## src/rtl/fpdt_pkg.sv

```systemverilog
// Package: shared widths, condition codes and flag groupings for the trap.
// Assumes: select codes outside the enumerated set are treated as false.
package fpdt_pkg;
    localparam int SEL_W   = 5;
    localparam int NSTICKY = 2;
    localparam int ERR_W   = 6;

    typedef enum logic [SEL_W-1:0] {
        C_EQ  = 5'd0,  C_NE   = 5'd1,  C_MI  = 5'd2,  C_PL   = 5'd3,
        C_GE  = 5'd4,  C_NGE  = 5'd5,  C_GT  = 5'd6,  C_NGT  = 5'd7,
        C_LE  = 5'd8,  C_NLE  = 5'd9,  C_LT  = 5'd10, C_NLT  = 5'd11,
        C_GL  = 5'd12, C_NGL  = 5'd13, C_GLE = 5'd14, C_NGLE = 5'd15,
        C_OR  = 5'd16, C_UN   = 5'd17, C_INF = 5'd18, C_NINF = 5'd19,
        C_ERR = 5'd20
    } cond_e;

    localparam logic [SEL_W-1:0] LAST_CODE = C_ERR;

    typedef struct packed {
        logic n;
        logic z;
        logic i;
        logic nan;
    } cc_flags_t;

    // Bit positions of the sticky vector
    localparam int STK_SIOP = 0;
    localparam int STK_UNCC = 1;
endpackage

```

## src/rtl/fpdt_cond_eval.sv

```systemverilog
// Module: combinational evaluator for the selected floating-point condition.
// Also reports whether the code is NaN-sensitive, meaning it should raise
// exceptions when NAN is set.
// Assumes: codes above LAST_CODE evaluate false and are not NaN-sensitive.
module fpdt_cond_eval
    import fpdt_pkg::*;
(
    input  logic [SEL_W-1:0] sel,
    input  cc_flags_t        cc,
    input  logic [ERR_W-1:0] err,
    output logic             cond_true,
    output logic             nan_sens
);
    logic ge_b, gt_b, le_b, lt_b, gl_b;

    // Base predicates of the ordered comparisons; the odd codes negate them
    always_comb begin
        ge_b = !(cc.nan | (cc.n & !cc.z));
        gt_b = !(cc.nan | cc.z | cc.n);
        le_b = !(cc.nan | !(cc.n | cc.z));
        lt_b = !(cc.nan | cc.z | !cc.n);
        gl_b = !(cc.nan | cc.z);
    end

    // Select the condition result and its NaN-sensitivity
    always_comb begin
        cond_true = 1'b0;
        nan_sens  = 1'b0;
        case (sel)
            C_EQ:   cond_true = cc.z;
            C_NE:   cond_true = !cc.z;
            C_MI:   cond_true = cc.n;
            C_PL:   cond_true = !cc.n;
            C_GE:   begin cond_true = ge_b;    nan_sens = 1'b1; end
            C_NGE:  begin cond_true = !ge_b;   nan_sens = 1'b1; end
            C_GT:   begin cond_true = gt_b;    nan_sens = 1'b1; end
            C_NGT:  begin cond_true = !gt_b;   nan_sens = 1'b1; end
            C_LE:   begin cond_true = le_b;    nan_sens = 1'b1; end
            C_NLE:  begin cond_true = !le_b;   nan_sens = 1'b1; end
            C_LT:   begin cond_true = lt_b;    nan_sens = 1'b1; end
            C_NLT:  begin cond_true = !lt_b;   nan_sens = 1'b1; end
            C_GL:   begin cond_true = gl_b;    nan_sens = 1'b1; end
            C_NGL:  begin cond_true = !gl_b;   nan_sens = 1'b1; end
            C_GLE:  begin cond_true = !cc.nan; nan_sens = 1'b1; end
            C_NGLE: begin cond_true = cc.nan;  nan_sens = 1'b1; end
            C_OR:   cond_true = !cc.nan;
            C_UN:   cond_true = cc.nan;
            C_INF:  begin cond_true = cc.i;    nan_sens = 1'b1; end
            C_NINF: begin cond_true = !cc.i;   nan_sens = 1'b1; end
            C_ERR:  cond_true = |err;
            default: begin cond_true = 1'b0; nan_sens = 1'b0; end
        endcase
    end

    // Unused codes stay silent
    always_comb begin
        if (sel > LAST_CODE)
            p_unused_silent_r6: assert (!cond_true && !nan_sens);
    end
endmodule

```

## src/rtl/fpdt_halt_ctrl.sv

```systemverilog
// Module: holds the halted state of the core for the conditional debug trap.
// Assumes: resume is a one-cycle pulse; strobes that arrive while halted are
// dropped by the caller through the accept output.
module fpdt_halt_ctrl (
    input  logic clk,
    input  logic rst_n,
    input  logic instr_valid,
    input  logic cond_true,
    input  logic resume,
    output logic accept,
    output logic halted
);
    // An instruction counts only while the core is running
    always_comb accept = instr_valid && !halted;

    // Enter halt on a true accepted trap; leave on resume
    always_ff @(posedge clk) begin
        if (!rst_n)
            halted <= 1'b0;
        else if (halted && resume)
            halted <= 1'b0;
        else if (accept && cond_true)
            halted <= 1'b1;
    end

    p_enter_halt_r7: assert property (@(posedge clk) disable iff (!rst_n)
        (instr_valid && !halted && cond_true) |=> halted);
    p_no_false_halt_r7: assert property (@(posedge clk) disable iff (!rst_n)
        (!halted && !(instr_valid && cond_true)) |=> !halted);
    p_resume_clears_r8: assert property (@(posedge clk) disable iff (!rst_n)
        (halted && resume) |=> !halted);
    p_halt_holds_r8: assert property (@(posedge clk) disable iff (!rst_n)
        (halted && !resume) |=> halted);
endmodule

```

## src/rtl/fpdt_sticky_flags.sv

```systemverilog
// Module: a bank of sticky flags with a shared set request and a shared clear.
// Assumes: if set and clear arrive in the same cycle, set has priority so that
// no exception is lost.
module fpdt_sticky_flags #(
    parameter int NFLAG = 2
) (
    input  logic             clk,
    input  logic             rst_n,
    input  logic [NFLAG-1:0] set,
    input  logic             clr,
    output logic [NFLAG-1:0] flags
);
    for (genvar k = 0; k < NFLAG; k++) begin : g_flag
        // One flag: set dominates clear, holds otherwise
        always_ff @(posedge clk) begin
            if (!rst_n)
                flags[k] <= 1'b0;
            else if (set[k])
                flags[k] <= 1'b1;
            else if (clr)
                flags[k] <= 1'b0;
        end

        p_set_wins_r10: assert property (@(posedge clk) disable iff (!rst_n)
            set[k] |=> flags[k]);
        p_clear_r10: assert property (@(posedge clk) disable iff (!rst_n)
            (clr && !set[k]) |=> !flags[k]);
        p_sticky_hold_r9: assert property (@(posedge clk) disable iff (!rst_n)
            (flags[k] && !clr) |=> flags[k]);
    end
endmodule

```

## src/rtl/fpdt_trap.sv

```systemverilog
// Module: top of the floating-point conditional debug trap. Evaluates the
// selected condition, halts the core on a true accepted trap and raises the
// sticky exception flags when a NaN-sensitive code meets a NaN.
// Assumes: the flag inputs are stable in the cycle that instr_valid is high.
module fpdt_trap
    import fpdt_pkg::*;
(
    input  logic             clk,
    input  logic             rst_n,
    input  logic             instr_valid,
    input  logic [SEL_W-1:0] cond_sel,
    input  logic             flag_n,
    input  logic             flag_z,
    input  logic             flag_i,
    input  logic             flag_nan,
    input  logic             err_uncc,
    input  logic             err_snan,
    input  logic             err_operr,
    input  logic             err_ovf,
    input  logic             err_unf,
    input  logic             err_dz,
    input  logic             sticky_clr,
    input  logic             resume,
    output logic             cond_true,
    output logic             halted,
    output logic             siop_sticky,
    output logic             uncc_sticky
);
    cc_flags_t          cc;
    logic [ERR_W-1:0]   err;
    logic               nan_sens;
    logic               accept;
    logic               raise;
    logic [NSTICKY-1:0] stk_set;
    logic [NSTICKY-1:0] stk_q;

    // Group the flag pins into the package types
    always_comb begin
        cc  = '{n: flag_n, z: flag_z, i: flag_i, nan: flag_nan};
        err = {err_uncc, err_snan, err_operr, err_ovf, err_unf, err_dz};
    end

    fpdt_cond_eval u_eval (
        .sel       (cond_sel),
        .cc        (cc),
        .err       (err),
        .cond_true (cond_true),
        .nan_sens  (nan_sens)
    );

    fpdt_halt_ctrl u_halt (
        .clk         (clk),
        .rst_n       (rst_n),
        .instr_valid (instr_valid),
        .cond_true   (cond_true),
        .resume      (resume),
        .accept      (accept),
        .halted      (halted)
    );

    // Raise both exception flags when an accepted NaN-sensitive code meets NaN
    always_comb begin
        raise   = accept && nan_sens && flag_nan;
        stk_set = {NSTICKY{raise}};
    end

    fpdt_sticky_flags #(.NFLAG(NSTICKY)) u_sticky (
        .clk   (clk),
        .rst_n (rst_n),
        .set   (stk_set),
        .clr   (sticky_clr),
        .flags (stk_q)
    );

    // Map the sticky vector onto the named outputs
    always_comb begin
        siop_sticky = stk_q[STK_SIOP];
        uncc_sticky = stk_q[STK_UNCC];
    end

    p_halt_blocks_flags_r8: assert property (@(posedge clk) disable iff (!rst_n)
        (halted && !sticky_clr && !siop_sticky) |=> !siop_sticky);
    p_no_flag_without_nan_r9: assert property (@(posedge clk) disable iff (!rst_n)
        (!flag_nan && !siop_sticky && !sticky_clr) |=> !siop_sticky);
endmodule

```

## config.mk

```make
export PLATFORM = sky130hd
export DESIGN_NAME = fpdt_trap
export DESIGN_NICKNAME = d
export VERILOG_FILES = /design/src/rtl/fpdt_pkg.sv /design/src/rtl/fpdt_cond_eval.sv /design/src/rtl/fpdt_halt_ctrl.sv /design/src/rtl/fpdt_sticky_flags.sv /design/src/rtl/fpdt_trap.sv
export SDC_FILE = /design/constraint.sdc
export NUM_CORES = 1
export LEC_CHECK = 0
export CAP_MARGIN = 0
export CORE_AREA = 8 8 45 47
export DETAILED_ROUTE_END_ITERATION = 10
export DIE_AREA = 0 0 53 55
export GPL_TIMING_DRIVEN = 1
export HOLD_SLACK_MARGIN = 0.02
export PLACE_DENSITY = 0.76
export SKIP_LAST_GASP = 1
export SLEW_MARGIN = 20
export SYNTH_ARGS = -nofsm -noshare
export SYNTH_HDL_FRONTEND = slang
export SYNTH_SLANG_ARGS = --single-unit
```

## constraint.sdc

```tcl
create_clock -name clk -period 2.83 [get_ports clk]
set_input_delay 0.7075 -clock clk [delete_from_list [all_inputs] [get_ports clk]]
set_output_delay 0.7075 -clock clk [all_outputs]
set_load 0.03 [all_outputs]
```

# After elaboration in Yosys (flattened, before gate mapping)
# Index checks and enable logic that the tools add are counted.
word_totals:
  register_bits: 2
  latchBits: 0
  ram_bits: 0
  romBits: 0
  out_inout_bits: 4
  elab_cells: 57
  mem_count: 0
classes:
  n_addsub: 0
  mul: 0
  div_mod_pow: 0
  n_lt_le_gt_ge: 0
  n_eq_ne: 20
  shifts: 0
  mux: 4
  bitwise_logic: 8
  n_reduce_logical: 23
ops:
  columns: ["operator", "n"]
  rows:
  - ["== test 5 x 4 -> 1 bit (second input constant)", 8]
  - ["== test 5 bit (second input constant)", 5]
  - ["== test 5 x 3 -> 1 bit (second input constant)", 4]
  - ["case mux 1 bit (19 select lines)", 1]
  - ["OR reduction 14 bit", 1]
  - ["logical NOT 1 bit", 11]
  - ["== test 5 x 2 -> 1 bit (second input constant)", 2]
  - ["bitwise OR 1 bit", 6]
  - ["OR reduction 2 bit", 3]
  - ["OR reduction 6 bit", 1]
  - ["== test 5 x 1 -> 1 bit (second input constant)", 1]
  - ["logical AND 1 bit", 5]
  - ["logical NOT 5 bit", 1]
  - ["2-to-1 mux 1 bit", 3]
  - ["nonzero test 2 bit", 1]
  - ["bitwise AND 1 bit", 1]
  - ["inverter 1 bit", 1]

# Longest topological paths before layout
logic_depth:
  depth_word: 6
  depth_mapped: 6
  ltp_nobuf: 5

# Hierarchy
# Synthesis repeated with hierarchy kept, for this count alone.
hier_totals:
  cells_unflattened: 59
  hier_area_um2: 451.7
by_module_without_submodules:
  columns: ["module", "n_inst", "cells_per_inst", "area_each_um2", "seq_area_each_um2"]
  rows:
  - ["fpdt_cond_eval", 1, 48, 331.6, 0.0]
  - ["fpdt_sticky_flags", 1, 6, 67.6, 40.0]
  - ["fpdt_halt_ctrl", 1, 4, 46.3, 20.0]
  - ["fpdt_trap", 1, 1, 6.3, 0.0]

# Worst setup path after synthesis
# No wires, ideal clock.
synth_timing:
  kind: "input-to-output"
  start: "in flag_z"
  end: "out cond_true"
  arrival_ps: 2098
  required_ps: 2122
  slack_ps: 25
  stages: 5
  cell_sequence: "buf_2 -> nor3_1 -> a21oi_1 -> o21a_1 -> o31ai_1"
synth_between:
  elab_chain_cells: 5
  word_cells_on_any_way: 15
  cone_classes: "mux (1); bitwise (7); reduce/logical (7)"
synth_rtl:
  columns: ["element", "line_no", "rtl"]
  rows:
  - ["start, declared", "fpdt_trap.sv:13", "input logic flag_z,"]
  - ["bitwise OR 1 bit or logical NOT 1 bit (tied branches)", "fpdt_cond_eval.sv:20, fpdt_cond_eval.sv:18, fpdt_cond_eval.sv:31", null]
  - ["logical NOT 1 bit or bitwise AND 1 bit (tied branches)", "fpdt_cond_eval.sv:20, fpdt_cond_eval.sv:18", null]
  - ["bitwise OR 1 bit (on tied branches)", "fpdt_cond_eval.sv:20, fpdt_cond_eval.sv:18", null]
  - ["logical NOT 1 bit (on tied branches)", "fpdt_cond_eval.sv:20, fpdt_cond_eval.sv:18", null]
  - ["case mux 1 bit (19 select lines) *", "fpdt_cond_eval.sv:29", "case (sel)"]
  - ["end, declared", "fpdt_trap.sv:24", "output logic cond_true,"]
# Mark *: on every way between the ends. The rest lies on a longest branch, timed or not.

# Worst setup path in the final report
layout_timing:
  start: "in err_snan"
  end: "out cond_true"
layout_between:
  elab_chain_cells: 2
layout_rtl:
  columns: ["element", "line_no", "rtl"]
  rows:
  - ["start, declared", "fpdt_trap.sv:17", "input logic err_snan,"]
  - ["OR reduction 6 bit", "fpdt_cond_eval.sv:50", "C_ERR: cond_true = |err;"]
  - ["case mux 1 bit (19 select lines)", "fpdt_cond_eval.sv:29", null]
# No other way between the ends.

==> run summary <==
Status -> finished with violations
Failing checks -> negative setup slack
# fillers -> 117
CP Max Fanout -> 2
Vias -> 620
CTS clk-pin slew, worst paths -> 0.03 ns
PortBufs -> 23
Fmax -> 346 MHz
Vias in the first global route -> 698
Simple logic cell fraction of the synthesized area -> 0.396
Worst setup SP type -> primary input
P&R area growth vs syn -> 107%
Total GRT Usage -> 0.134
CTS tree -> built
First-iteration detailed-routing DRC count -> 8
Pre-CTS WS -> -0.859 ns
H-Tree Level Count -> 1
First-pass GRT wire length -> 2970 um
Endpoint type of the worst setup path -> primary output
Tot Pwr -> 0.224 mW
Initial antenna violation count -> 0
Net Count, Synth -> 77
Register area share after synthesis -> 0.0991
Leakage Power -> 0.369 nW
Ys async rst share -> 0
Ys flop type -> dfxtp_1
Tightest Pin Transition -> 0.319 ns
Largest net degree at the start of global routing -> 11
Hold Violations, Final -> 0
Mux share of post-synthesis cell area -> 0.0279
#FFs+latches synth -> 2
Complex-gate fraction of the synthesized area -> 0.291
DRC -> 0
Vias per cell -> 5.39
Max Root-Sink Buffers -> 2
RSZ-0062 raised after global routing -> true
Placement Rows -> 14
Reg area -> 40.0 um^2
Largest family of logic cells by synthesized area -> simple AND/OR/NAND/NOR gates
YS warnings -> 0
Cts bufs inserted -> 3
Clock Skew -> 0.00236 ns
Synth Area in Adders -> 0
Setup TNS Final -> -0.0562 ns
Initial Util -> 0.292
Post-DP HPWL -> 1080 um
Root Driver -> clkbuf_4
Most common cell in the netlist -> nor2_1
Worst Path Arrival -> 2.18 ns
Max-slew headroom -> 0.787
Setup Crit Path Kind -> primary input to primary output
Die Y-Extent -> 55 um
I/O Pins -> 24
Yosys cell types -> 34
Routed WL per cell -> 14.7 um
Avg Inst Size Synth -> 7.09 um^2
Worst EP required -> 2.12 ns
Synth top area share -> 0.0991
Final worst path period share -> 1.02
Final setup viols -> 1
Max Cap Viol -> 0
Post-route cell area -> 836 um^2
Final hold slack -> 0.546 ns
Post-Syn Instances -> 57
Top cells by area, synth -> dfxtp_1 9.9%, nor2b_1 6.2%, buf_4 5.6%, a21oi_1 5.0%, o21ai_0 5.0%
Mapped Area -> 404 um^2
Tmin final -> 2.89 ns
WL final -> 1690 um
Area of the multi-input gates -> 369 um^2
GP Congestion -> 0.782
PwrDens -> 269 nW/um^2
Layout Nets -> 121
Std-Cell Core Area -> 1380 um^2
Die area -> 2920 um^2
Final Max Tran Viols -> 0
Peak supply drop -> 0.196 mV
Diode count -> 0
Hold-fix buffers at CTS -> 0
EDFF count, synth -> 0
CTS sink count -> 2
Die X-Extent -> 53 um
Synth cell count leaders -> 5 x nor2_1, 4 x a21oi_1, 4 x nor2b_1, 4 x o21ai_0
Min setup slack post-route -> -0.0562 ns
Share of layout cells above drive strength 1 -> 0.414
Class of the worst hold path -> register to register
Xor-xnor portion of the synthesized cell area -> 0.0650
GRT overflow -> 0
Worst skew pair latency -> 0.23 ns
TritonRoute pass-1 iters -> 3
DRT antenna net count -> 0
Placed inst area -> 703 um^2
Synth area leader -> dfxtp_1
## worst max-delay path, stage by stage
cell	delay [ns]
buf_6	0.09
or4_4	0.53
o311ai_4	0.23
nand4_1	0.12
a31oi_1	0.21
o31ai_1	0.11
buf_4	0.18
## where the power goes
| group | internal [mW] | switching [mW] | leakage, nW |
|---|---|---|---|
| Sequential | 0.0302 | 0.00122 | 0.0163 |
| Combinational | 0.0735 | 0.0555 | 0.338 |
| Clock | 0.0468 | 0.0172 | 0.0138 |
## stage by stage
stage / std cells / utilization
floorplan: 57 / -
global placement: 103 / 0.508
detailed placement: 103 / 0.508
CTS: 116 / 0.598
global route: 115 / 0.604
finish: 115 / 0.604
## registers in the layout, indices dropped and copies added, names as in the netlist
signal / flops
u_sticky.flags: 1
u_halt.halted: 1
## cell usage in the layout, fill, tap and decap left out, types with 2 or more instances in the layout
cell type,Yosys,routed
a21oi_1,4,4
a31oi_1,2,2
buf_4,3,18
buf_6,0,6
clkbuf_2,0,4
clkbuf_4,0,3
clkdlybuf4s15_1,0,2
clkdlybuf4s50_1,0,9
dfxtp_1,2,2
dlygate4sd2_1,0,3
inv_1,2,2
nand3_1,3,3
nand4_1,2,2
nor2_1,5,4
nor2b_1,4,4
o21ai_0,4,3
xor2_1,2,2
## cell type report
class,instances,area share
sequential,2,0.0479
inverter,2,0.00898
tap,16,0.0240
multi-input combinational,48,0.442
clock buffer,3,0.0269
timing repair buffer,44,0.451
## cell families after synthesis
group | after synthesis
flops | 2
simple gates | 26
mux | 1
buf+inv | 7
xor+xnor | 3
compound gates | 18
## routing by layer
metal,track usage,vias up,wire length [um]
met4,0.0948,0,14
met1,0.127,299,657
met2,0.246,18,928
met3,0.0348,2,86
li1,-,301,-
met5,0,-,0
## final timing paths
path | startpoint | end | slack (ns) | cells after the start
max | err_snan | cond_true | -0.06 | 7
min | u_sticky.flags[0] | u_sticky.flags[0] | 0.55 | 2
max reg2reg | u_halt.halted | u_halt.halted | 1.80 | 4
min reg2reg | u_sticky.flags[0] | u_sticky.flags[0] | 0.55 | 2
## repair_timing
item                       in CTS  in global routing
resized for setup              36                 16
pin swaps                       6                  6
setup endpoints to repair       1                  2
setup buffers                  10                  0
Note: power is estimated with default switching activity, not from simulation.
